==> config.mk <==
export PLATFORM = sky130hd
export DESIGN_NAME = tlb_fault_entry
export DESIGN_NICKNAME = d
export VERILOG_FILES = /design/src/rtl/tlb_fault_pkg.sv /design/src/rtl/fault_capture.sv /design/src/rtl/context_save.sv /design/src/rtl/status_update.sv /design/src/rtl/vector_redirect.sv /design/src/rtl/tlb_fault_entry.sv
export SDC_FILE = /design/constraint.sdc
export NUM_CORES = 1
export LEC_CHECK = 0
export BUFFER_PORTS_ARGS = -buffer_cell sky130_fd_sc_hd__buf_2
export CORE_AREA = 2 2 142 144
export DETAILED_ROUTE_END_ITERATION = 7
export DIE_AREA = 0 0 144 146
export MAX_ROUTING_LAYER = met4
export RECOVER_POWER = 100
export SLEW_MARGIN = 10
export SYNTH_ARGS = -nofsm -noshare
export SYNTH_HDL_FRONTEND = slang
export SYNTH_SLANG_ARGS = --single-unit
==> constraint.sdc <==
create_clock -name clk -period 1.91 [get_ports clk]
set_input_delay 0.0955 -clock clk [delete_from_list [all_inputs] [get_ports clk]]
set_output_delay 0.0955 -clock clk [all_outputs]
set_load 0.02 [all_outputs]
==> src/rtl/tlb_fault_pkg.sv <==
package tlb_fault_pkg;
   localparam int CODE_W = 12;
   localparam logic [CODE_W-1:0] CODE_LOAD_MISS  = 12'h040;
   localparam logic [CODE_W-1:0] CODE_STORE_MISS = 12'h060;

   typedef enum logic {ACC_LOAD = 1'b0, ACC_STORE = 1'b1} acc_dir_e;

   function automatic logic [CODE_W-1:0] miss_code(acc_dir_e dir);
      return (dir == ACC_STORE) ? CODE_STORE_MISS : CODE_LOAD_MISS;
   endfunction
endpackage

==> src/rtl/fault_capture.sv <==
module fault_capture #(
   parameter int VA_W       = 32,
   parameter int PAGE_SHIFT = 10,
   parameter int WAY_W      = 2,
   localparam int VPN_W     = VA_W - PAGE_SHIFT
) (
   input  logic             clk,
   input  logic             rst_n,
   input  logic             take,
   input  logic [VA_W-1:0]  va,
   input  logic [WAY_W-1:0] way,
   output logic [VPN_W-1:0] vpn_q,
   output logic [VA_W-1:0]  tea_q,
   output logic [WAY_W-1:0] rc_q
);
   always_ff @(posedge clk) begin
      if (!rst_n) begin
         vpn_q <= '0;
         tea_q <= '0;
         rc_q  <= '0;
      end else if (take) begin
         vpn_q <= va[VA_W-1:PAGE_SHIFT];
         tea_q <= va;
         rc_q  <= way;
      end
   end
endmodule

==> src/rtl/context_save.sv <==
module context_save
   import tlb_fault_pkg::*;
#(
   parameter int PC_W     = 32,
   parameter int SR_W     = 32,
   parameter bit HAS_SLOT = 1'b1
) (
   input  logic              clk,
   input  logic              rst_n,
   input  logic              take,
   input  logic              store,
   input  logic [PC_W-1:0]   pc,
   input  logic              slot,
   input  logic [PC_W-1:0]   br_pc,
   input  logic [SR_W-1:0]   sr,
   output logic [PC_W-1:0]   spc_q,
   output logic [SR_W-1:0]   ssr_q,
   output logic [CODE_W-1:0] code_q
);
   logic [PC_W-1:0] ret_pc;

   if (HAS_SLOT) begin : g_slot
      assign ret_pc = slot ? br_pc : pc;
   end else begin : g_noslot
      logic unused_slot;
      assign unused_slot = slot ^ (^br_pc);
      assign ret_pc = pc;
   end

   always_ff @(posedge clk) begin
      if (!rst_n) begin
         spc_q  <= '0;
         ssr_q  <= '0;
         code_q <= '0;
      end else if (take) begin
         spc_q  <= ret_pc;
         ssr_q  <= sr;
         code_q <= miss_code(store ? ACC_STORE : ACC_LOAD);
      end
   end
endmodule

==> src/rtl/status_update.sv <==
module status_update #(
   parameter int SR_W   = 32,
   parameter int MD_BIT = 30,
   parameter int RB_BIT = 29,
   parameter int BL_BIT = 28
) (
   input  logic            clk,
   input  logic            rst_n,
   input  logic            take,
   input  logic [SR_W-1:0] sr,
   output logic [SR_W-1:0] sr_q
);
   logic [SR_W-1:0] sr_next;

   for (genvar b = 0; b < SR_W; b++) begin : g_bit
      if (b == MD_BIT || b == RB_BIT || b == BL_BIT) begin : g_force
         assign sr_next[b] = 1'b1;
      end else begin : g_keep
         assign sr_next[b] = sr[b];
      end
   end

   always_ff @(posedge clk) begin
      if (!rst_n)    sr_q <= '0;
      else if (take) sr_q <= sr_next;
   end
endmodule

==> src/rtl/vector_redirect.sv <==
module vector_redirect #(
   parameter int PC_W    = 32,
   parameter int VEC_OFS = 'h100
) (
   input  logic            clk,
   input  logic            rst_n,
   input  logic            take,
   input  logic            refuse,
   input  logic [PC_W-1:0] base,
   output logic [PC_W-1:0] tgt_q,
   output logic            valid_q,
   output logic            err_q
);
   localparam logic [PC_W-1:0] OFS = PC_W'(VEC_OFS);

   always_ff @(posedge clk) begin
      if (!rst_n) begin
         tgt_q   <= '0;
         valid_q <= 1'b0;
         err_q   <= 1'b0;
      end else begin
         valid_q <= take;
         err_q   <= refuse;
         if (take) tgt_q <= base + OFS;
      end
   end
endmodule

==> src/rtl/tlb_fault_entry.sv <==
module tlb_fault_entry
   import tlb_fault_pkg::*;
#(
   parameter int VA_W       = 32,
   parameter int PAGE_SHIFT = 10,
   parameter int WAYS       = 4,
   parameter int PC_W       = 32,
   parameter int SR_W       = 32,
   parameter int MD_BIT     = 30,
   parameter int RB_BIT     = 29,
   parameter int BL_BIT     = 28,
   parameter int VEC_OFS    = 'h100,
   parameter bit HAS_SLOT   = 1'b1,
   localparam int WAY_W     = (WAYS > 1) ? $clog2(WAYS) : 1,
   localparam int VPN_W     = VA_W - PAGE_SHIFT
) (
   input  logic              clk,
   input  logic              rst_n,
   input  logic              miss_req,
   input  logic              acc_store,
   input  logic [VA_W-1:0]   miss_va,
   input  logic [WAY_W-1:0]  miss_way,
   input  logic [PC_W-1:0]   core_pc,
   input  logic              in_delay_slot,
   input  logic [PC_W-1:0]   branch_pc,
   input  logic [SR_W-1:0]   sr_in,
   input  logic [PC_W-1:0]   vbr,
   output logic [VPN_W-1:0]  ent_vpn,
   output logic [VA_W-1:0]   fault_addr,
   output logic [WAY_W-1:0]  repl_way,
   output logic [CODE_W-1:0] evt_code,
   output logic [PC_W-1:0]   saved_pc,
   output logic [SR_W-1:0]   saved_sr,
   output logic [SR_W-1:0]   sr_out,
   output logic              redir_valid,
   output logic [PC_W-1:0]   redir_pc,
   output logic              nest_fault
);
   if (PAGE_SHIFT < 1 || PAGE_SHIFT >= VA_W) begin : g_bad_page
      $error("PAGE_SHIFT must lie inside the address width");
   end
   if (WAYS < 2) begin : g_bad_ways
      $error("WAYS must be at least 2");
   end
   if (MD_BIT >= SR_W || RB_BIT >= SR_W || BL_BIT >= SR_W) begin : g_bad_bits
      $error("status control bits must lie inside SR_W");
   end
   if (MD_BIT == RB_BIT || MD_BIT == BL_BIT || RB_BIT == BL_BIT) begin : g_dup_bits
      $error("status control bits must be distinct");
   end

   logic blocked_now;
   logic take;
   logic refuse;

   assign blocked_now = sr_in[BL_BIT];
   assign take        = miss_req & ~blocked_now;
   assign refuse      = miss_req & blocked_now;

   fault_capture #(
      .VA_W(VA_W), .PAGE_SHIFT(PAGE_SHIFT), .WAY_W(WAY_W)
   ) u_cap (
      .clk(clk), .rst_n(rst_n), .take(take), .va(miss_va), .way(miss_way),
      .vpn_q(ent_vpn), .tea_q(fault_addr), .rc_q(repl_way)
   );

   context_save #(
      .PC_W(PC_W), .SR_W(SR_W), .HAS_SLOT(HAS_SLOT)
   ) u_ctx (
      .clk(clk), .rst_n(rst_n), .take(take), .store(acc_store), .pc(core_pc),
      .slot(in_delay_slot), .br_pc(branch_pc), .sr(sr_in),
      .spc_q(saved_pc), .ssr_q(saved_sr), .code_q(evt_code)
   );

   status_update #(
      .SR_W(SR_W), .MD_BIT(MD_BIT), .RB_BIT(RB_BIT), .BL_BIT(BL_BIT)
   ) u_sr (
      .clk(clk), .rst_n(rst_n), .take(take), .sr(sr_in), .sr_q(sr_out)
   );

   vector_redirect #(
      .PC_W(PC_W), .VEC_OFS(VEC_OFS)
   ) u_vec (
      .clk(clk), .rst_n(rst_n), .take(take), .refuse(refuse), .base(vbr),
      .tgt_q(redir_pc), .valid_q(redir_valid), .err_q(nest_fault)
   );
endmodule

==> results of run 1 <==
what timing repair did:
action | CTS | global route
endpoints found under the hold margin | 81 | 0
resized for setup | 0 | 1
hold buffers | 82 | 0
endpoints found under the setup margin | 0 | 1
stage by stage:
step	worst slack [ns]	util [%]	hold WS (ns)	std cells	area, sq um
global route	0.0110	44.5	0.0225	1344	8610
CTS	0.120	45.9	0.00244	1344	8870
detailed placement	0.154	38.4	0.342	1230	7420
global placement	0.170	38.4	0.335	1230	7420
floorplan	0.235	-	0.191	711	5810
finish	0.109	44.5	0.0149	1344	8610
worst min path at each step:
stage | startpoint | end | slack (ns)
global route | core_pc[2] | u_ctx.spc_q[2] | 0.02
detailed placement | sr_in[31] | u_ctx.ssr_q[31] | 0.34
CTS | core_pc[23] | u_ctx.spc_q[23] | 0.002
finish | vbr[22] | u_vec.tgt_q[22] | 0.01
global placement | miss_va[30] | u_cap.tea_q[30] | 0.34
floorplan | vbr[8] | u_vec.tgt_q[8] | 0.19
registers in the layout (all words and copies together) (netlist names):
signal         cells
u_cap.rc_q         2
u_cap.tea_q       32
u_ctx.code_q       1
u_ctx.spc_q       32
u_ctx.ssr_q       32
u_sr.sr_q          1
u_vec.err_q        1
u_vec.tgt_q       32
u_vec.valid_q      1
power breakdown:
| group | internal (mW) | switching [mW] | leakage (nW) |
|---|---|---|---|
| registers | 2.95 | 0.0943 | 1.10 |
| logic | 0.477 | 0.749 | 2.07 |
| clock network | 2.21 | 1.28 | 0.295 |
| total | 5.64 | 2.13 | 3.46 |
cell usage after synthesis, drive strengths merged:
cell    instances
nor2b           2
nor2           44
ha              1
dfxtp         134
nor3b           1
or2             1
and4            1
buf            70
o21ai          20
nor4            8
nand4           9
or4             2
nand2         158
o211ai          1
nand2b          1
xor2            2
xnor2          11
and3            4
a32oi           1
nand3           9
and2            1
clkbuf         45
mux2i          33
conb            1
or3             3
o31ai           1
mux2            2
clkinv          1
inv             3
a211oi         37
nor3            6
a21oi          84
a31oi           5
cell type report:
class / count / area share, %
flip-flops and latches: 134 / 31.2
repair buffers: 451 / 29.0
multi-input cells: 458 / 28.5
clock buffers: 19 / 5.03
well taps: 265 / 3.85
clock inverters: 13 / 2.27
inverters: 4 / 0.189
cell usage in the layout, fill, tap and decap left out, types with 6 or more instances in the layout:
cell / netlist / routed
clkbuf_1: 45 / 193
buf_2: 2 / 165
nand2_1: 158 / 158
dfxtp_1: 134 / 134
a21oi_1: 84 / 84
dlygate4sd3_1: 0 / 82
nor2_1: 44 / 44
a211oi_1: 37 / 37
mux2i_1: 33 / 33
o21ai_0: 20 / 20
clkbuf_16: 0 / 17
xnor2_1: 11 / 11
conb_1: 1 / 10
nand3_1: 8 / 8
nand4_1: 8 / 8
buf_4: 64 / 8
nor4_1: 8 / 7
nor3_1: 6 / 6
per-layer routing:
| metal | GRT usage [%] | part of all wire, % | vias to the layer above |
|---|---|---|---|
| met4 | 6.27 | 1.8 | 0 |
| met3 | 3.88 | 5.7 | 23 |
| met1 | 19.7 | 41 | 2675 |
| met5 | - | 0 | - |
| met2 | 30.0 | 51 | 242 |
| li1 | - | - | 3036 |
cells by family (layout without fill, tap and decap cells):
kind of cell / Yosys count / in the layout
AOI/OAI and AO/OA: 149 / 149
xor gates and xnor gates: 13 / 13
adders and majority gates: 1 / 1
buffers and inverters: 119 / 487
DFF: 134 / 134
muxes: 35 / 35
other: 1 / 10
and+or+nand+nor: 250 / 250
worst max-delay path: stages:
cell	delay, ns
dlygate4sd3_1	0.52
buf_2	0.14
nand3_4	0.08
or4_1	0.64
or4_1	0.50
a31oi_1	0.15
==> flow_summary.toml, run 1 <==
[run_status]
status = "complete, no violations"

[clocking]
cts_buffer_depth = 2
cts_tree = "done"
clk_latency_ns = 0.40
root_buffer = "clkbuf_16"
htreeDepth = 4
clk_pin_slew_ns = 0.06
cts.sinks = 134
postCtsSetupBuffers = 0
numCtsBuffers = 17

[synthesis]
syn-cell-area_sq_um = 5780
synth_area_per_cell_sq_um = 8.23
yosys.area_share.xor_xnor_pct = 1.97
synth.area.mux_share_pct = 6.11
yosysTopAreaCell = "dfxtp_1"
ys_seq_elements = 134
yosys.area_share.adder_pct = 0.217
synth_compound_area_share_pct = 14.8
synthSimpleGateAreaFrac_pct = 18.5
ys_seq_area_share_pct = 46.4
synth_top_family_by_area = "simple AND/OR/NAND/NOR gates"
netlist_instances = 702
yosysTopAreaCellShare_pct = 46.4
synth_area_leaders = "dfxtp_1 (46%), nand2_1 (10%), buf_4 (8.3%), a21oi_1 (7.3%), mux2i_1 (5.7%)"
yosysWarnings = 0
ys_types = 38

[timing]
rsz0062_at_grt = "no"
finalMaxSlewViolations = 0
slew_headroom_pct = 60.1
fmax_ghz = 0.555
finClkSkew_ns = 0
min_period_ns = 1.80
tightest_slew_ns = 0.598
tns_ns = 0
setup_viol = 0
period_share_pct = 94.3
hold_viol = 0

[critical_path]
r2r_end = "u_ctx.spc_q[13]"
crit_required_ns = 2.25
crit_end = "u_vec.tgt_q[31]"
crit_start = "vbr[8]"
critical_path.max_fanout = 7
cp_data_arrival_time_ns = 2.14
rrSetupSlack_ns = 1.21
r2r-start = "u_ctx.spc_q[13]"
critPathCaptureType = "flip-flop"
crit_type = "primary input to flip-flop"
crit_path_start_kind = "primary input"
r2r_cells = 2

[hold_path]
hold_depth = 3
hold_class = "primary input to flip-flop"

[global_routing]
track_usage_pct = 17.4
grt_pass1_wl_um = 28200
antenna_found_initial = 0
first_global_vias = 5553
grt_max_degree = 79
grt_overflow = 0

[final_layout]
regArea_sq_um = 2680
area_growth_pct = 49.0
finalNetCount = 1234
multi_input_area_sq_um = 2450
fill_cells = 2032
drive_above_1_share_pct = 20.2
num_antenna_cells = 0

[floorplanning]
rows = 51
fp.dieH_um = 146
dieArea_sq_um = 21000
start_util_pct = 29.9
design.core.area_sq_um = 19300
ios = 365
die_w_um = 144

[drt]
drc = 0
vias = 5976
wl_per_cell_um = 14.0
ant_nets = 0
vias_per_cell = 4.45
wl_um = 18800
drt_iter0_drc = 227
first_pass_iters = 5

[placement]
place.gp.congestion = 0.917
portBuffers = 354
hpwl_um = 13000

[power]
power.density_nw_per_um2 = 902
power.leakage_nw = 3.46
peakVddDrop_uv = 514
power_mw = 7.76

[flow_run]
maxCapViolations = 0
No activity file was read; power rests on OpenSTA's default activity.
==> run 2: changes to the inputs <==
Settings changed: CORE_AREA 2 2 142 144 to 2 2 141 143, DIE_AREA 0 0 144 146 to 0 0 143 145.
Clock period 1.91 ns to 2.2 ns, I/O delays scaled along.
==> run 2 against run 1 <==
Clock-buffer cell count is the same. Cell area shrank 1.2%. Routed wire length shrank 2.0%. Critical path depth is the same. Flip-flop and latch count is the same. Combinational power shrank 14%. Sequential share of layout area grew 0.39 points.
==> flow_summary.toml, run 2 (synthesis gave the netlist of run 1 again) <==
[clocking]
postCtsSetupBuffers = 0
root_buffer = "clkbuf_16"
cts_tree = "done"
clk_latency_ns = 0.40
cts_buffer_depth = 2
numCtsBuffers = 17
clk_pin_slew_ns = 0.06
cts_resized = 0
htreeDepth = 4
cts.sinks = 134
cts-hold-fix-buffers = 80

[drt]
wl_per_cell_um = 13.8
ant_nets = 0
drc = 0
drt_iter0_drc = 264
wl_um = 18400
vias_per_cell = 4.46
first_pass_iters = 4
vias = 5956

[timing]
period_share_pct = 87.8
slew_headroom_pct = 25.6
finalMaxSlewViolations = 0
fmax_ghz = 0.518
finClkSkew_ns = 0
tns_ns = 0
min_period_ns = 1.93
setup_viol = 0
tightest_slew_ns = 1.12
rsz0062_at_grt = "no"
hold_viol = 0
whs_ns = 0.0238

[final_layout]
layout_commonest_cell = "clkbuf_1"
final_cell_mix = "clkbuf_1 (190), buf_2 (165), nand2_1 (158)"
drive_above_1_share_pct = 20.1
area_growth_pct = 47.2
num_antenna_cells = 0
finalNetCount = 1226
postLayoutCoreUtil_pct = 44.3

[floorplanning]
ios = 365
fp.dieH_um = 145
rows = 51
design.core.area_sq_um = 19200
die_w_um = 143
start_util_pct = 30.1
dieArea_sq_um = 20700

[global_routing]
grt_use_met1_pct = 19.7
grt_pass1_wl_um = 28000
grt_max_degree = 100
antenna_found_initial = 0
first_global_vias = 5524
globalRouteMet2Util_pct = 30.5
busiest_layer = "met2"
track_usage_pct = 17.5
gr-usage-met3_pct = 3.53
grt_overflow = 0

[critical_path]
crit_required_ns = 2.53
crit_path_start_kind = "primary input"
r2r_cells = 2
crit_start = "vbr[8]"
crit_type = "primary input to flip-flop"
rrSetupSlack_ns = 1.48
r2r-start = "u_ctx.spc_q[2]"
critPathCaptureType = "flip-flop"
r2r_end = "u_ctx.spc_q[2]"
critical_path.max_fanout = 10
cp_data_arrival_time_ns = 2.26

[placement]
place.gp.congestion = 0.860
portBuffers = 354
hpwl_um = 12700

[power]
power.leakage_nw = 3.42
pwr-share-clk_pct = 43.2
seqPwrFrac_pct = 40.5
power.density_nw_per_um2 = 766
peakVddDrop_uv = 457
p_int_mw = 4.68
swShare_pct = 28.1
p_switching_mw = 1.83
power_frac_comb_pct = 16.2

[hold_path]
hold_class = "primary input to flip-flop"
hold_depth = 3
min_from = "vbr[21]"
min_to = "u_vec.tgt_q[21]"

[run_status]
status = "complete, no violations"

[flow_run]
maxCapViolations = 0
run 2: power by group through the flow:
stage,Combinational [mW],Sequential [mW],Clock [mW]
6_report,1.06,2.64,2.82
3_5_place_dp,1.00,2.69,0
5_1_grt,1.15,2.66,2.99
3_3_place_gp,0.997,2.68,0
4_1_cts,1.12,2.64,2.89
2_1_floorplan,0.468,2.85,0
run 2: layout make-up:
cell class,count,area (sq um)
Fill cell,1968,10700
Sequential cell,134,2680
Multi-Input combinational cell,458,2450
Timing Repair Buffer,443,2440
Clock buffer,19,443
Tap cell,265,332
Clock inverter,13,145
Inverter,4,16.3
run 2: worst max-delay path by stage:
stage | endpoint | depth (start not counted)
after global placement | u_vec.tgt_q[31] | 5
after floorplan | u_vec.tgt_q[31] | 6
final | u_vec.tgt_q[31] | 6
after CTS | u_vec.tgt_q[31] | 6
after global routing | u_vec.tgt_q[31] | 6
after detailed placement | u_vec.tgt_q[31] | 5
run 2: critical path: stages:
cell and delay, ns:
dlygate4sd3_1 0.52, buf_2 0.14, nand3_4 0.12, or4_1 0.69
or4_1 0.52, a31oi_1 0.16
run 2: through the flow:
step | instances | worst slack (ns) | total power [mW] | cell area [sq um]
final | 1336 | 0.268 | 6.52 | 8500
after global routing | 1336 | 0.158 | 6.80 | 8500
after CTS | 1336 | 0.309 | 6.65 | 8760
after detailed placement | 1224 | 0.322 | 3.69 | 7370
after global placement | 1224 | 0.351 | 3.68 | 7370
after floorplan | 711 | 0.510 | 3.32 | 5810
run 2: per-layer routing:
| layer | part of all wire (%) | up-vias | wire length, um |
|---|---|---|---|
| met5 | 0 | - | 0 |
| met4 | 2.2 | 0 | 412 |
| met3 | 5.3 | 32 | 982 |
| met2 | 51 | 232 | 9330 |
| met1 | 42 | 2671 | 7680 |
| li1 | - | 3021 | - |
==> run 3: changes to the inputs <==
Clock period 2.2 ns to 2.5 ns, I/O delays scaled along.
==> run 3 against run 2 <==
Clock power down 17%. Worst hold slack better by 0.0025 ns. Cell count down 0.52%. Cell area down 1.3%. Clock-buffer cell count up 1. Sequential power down 12%. Total power down 15%. Flip-flop and latch count unchanged. Routed wire length down 2.4%. Register-to-register slack better by 0.28 ns. Utilization down 0.58 points. Critical endpoint unchanged.
==> flow_summary.toml, run 3 (synthesis gave the netlist of run 1 again) <==
[power]
power.density_nw_per_um2 = 664
peakVddDrop_uv = 413
power.leakage_nw = 3.37

[final_layout]
final_cell_mix = "clkbuf_1 (192), buf_2 (164), nand2_1 (158)"
finalNetCount = 1219
layout_commonest_cell = "clkbuf_1"
fill_cells = 2018
drive_above_1_share_pct = 19.5
area_growth_pct = 45.3

[placement]
hpwl_um = 12300
portBuffers = 354
place.gp.congestion = 0.853
post-place-ws_ns = 0.482

[timing]
min_period_ns = 2.02
tns_ns = 0
finClkSkew_ns = 0
rsz0062_at_grt = "no"
tightest_slew_ns = 1.10
fin_ws_ns = 0.476
slew_headroom_pct = 26.8
finalMaxSlewViolations = 0
setup_viol = 0
fmax_ghz = 0.494
period_share_pct = 81.0
hold_viol = 0

[drt]
drt_iter0_drc = 305
wl_um = 18000
ant_nets = 0
wl_per_cell_um = 13.5
vias_per_cell = 4.46
first_pass_iters = 4
vias = 5925
drc = 0

[clocking]
cts_buffer_depth = 2
root_buffer = "clkbuf_16"
cts.sinks = 134
postCtsSetupBuffers = 0
cts_tree = "done"
htreeDepth = 4
numCtsBuffers = 17
clk_latency_ns = 0.41
clk_pin_slew_ns = 0.06

[global_routing]
grt_pass1_wl_um = 27600
grt_max_degree = 115
grt_overflow = 0
antenna_found_initial = 1
first_global_vias = 5466
track_usage_pct = 17.2

[critical_path]
crit_type = "primary input to flip-flop"
crit_required_ns = 2.82
cp_data_arrival_time_ns = 2.35
crit_path_start_kind = "primary input"
critPathCaptureType = "flip-flop"
critical_path.max_fanout = 10

[run_status]
status = "complete, no violations"

[floorplanning]
ios = 365
design.core.area_sq_um = 19200
die_w_um = 143
fp.dieH_um = 145
start_util_pct = 30.1
rows = 51
dieArea_sq_um = 20700

[hold_path]
hold_class = "primary input to flip-flop"

[flow_run]
maxCapViolations = 0
[run 3: changes by cell type in the layout (fill, tap and decap cells not counted), moves of 2 or more]
cell	before	now
buf_4	3	0
inv_6	4	1
buf_12	3	1
clkbuf_1	190	192
clkinv_4	2	4
dlygate4sd3_1	80	78
[run 3: where the power goes]
group,total (mW),internal [mW],switching (mW)
Clock,2.33,1.39,0.935
Combinational,0.918,0.352,0.566
Sequential,2.32,2.26,0.0688
[run 3: path summary, 6_finish.rpt]
check | startpoint | end | slack (ns) | depth (start not counted)
setup / recovery | vbr[8] | u_vec.tgt_q[31] | 0.48 | 6
hold / removal | vbr[21] | u_vec.tgt_q[21] | 0.03 | 3
setup reg to reg | u_ctx.spc_q[8] | u_ctx.spc_q[8] | 1.76 | 2
hold reg to reg | u_vec.tgt_q[6] | u_vec.tgt_q[6] | 0.45 | 2
[run 3: metal layers]
metal,track usage [%],part of all wire (%),vias to the layer above
met4,6.83,2.0,0
met1,20.0,43,2656
met2,28.7,50,241
met3,3.66,5.0,23
li1,-,-,3005
met5,-,0,-
[run 3: timing repair]
action	4_1_cts	5_1_grt
hold buffers	78	0
resized for setup	0	0
endpoints found under the hold margin	77	0
[run 3: metrics by stage]
| stage | total power [mW] | cell area, sq um | util (%) | std cells | hold slack (ns) |
|---|---|---|---|---|---|
| floorplan | 2.92 | 5810 | - | 711 | 0.221 |
| global placement | 3.23 | 7320 | 38.1 | 1219 | 0.365 |
| detailed placement | 3.24 | 7320 | 38.1 | 1219 | 0.371 |
| CTS | 5.70 | 8650 | 45.1 | 1328 | 0.000199 |
| global route | 5.86 | 8390 | 43.7 | 1329 | 0.0203 |
| finish | 5.57 | 8390 | 43.7 | 1329 | 0.0262 |
[run 3: worst max-delay path: stages]
cell	delay, ns
dlygate4sd3_1	0.52
clkbuf_1	0.20
nand3_4	0.14
or4_1	0.67
or4_1	0.51
a31oi_1	0.17
[run 3: layout make-up]
class | count | area, sq um | share of cell area [%]
diodes | 1 | 2.50 | 0.0298
clock buffers | 20 | 447 | 5.32
clock inverters | 11 | 104 | 1.24
inverters | 4 | 16.3 | 0.194
multi-input cells | 458 | 2450 | 29.2
flip-flops and latches | 134 | 2680 | 32.0
well taps | 265 | 332 | 3.95
repair buffers | 436 | 2350 | 28.1
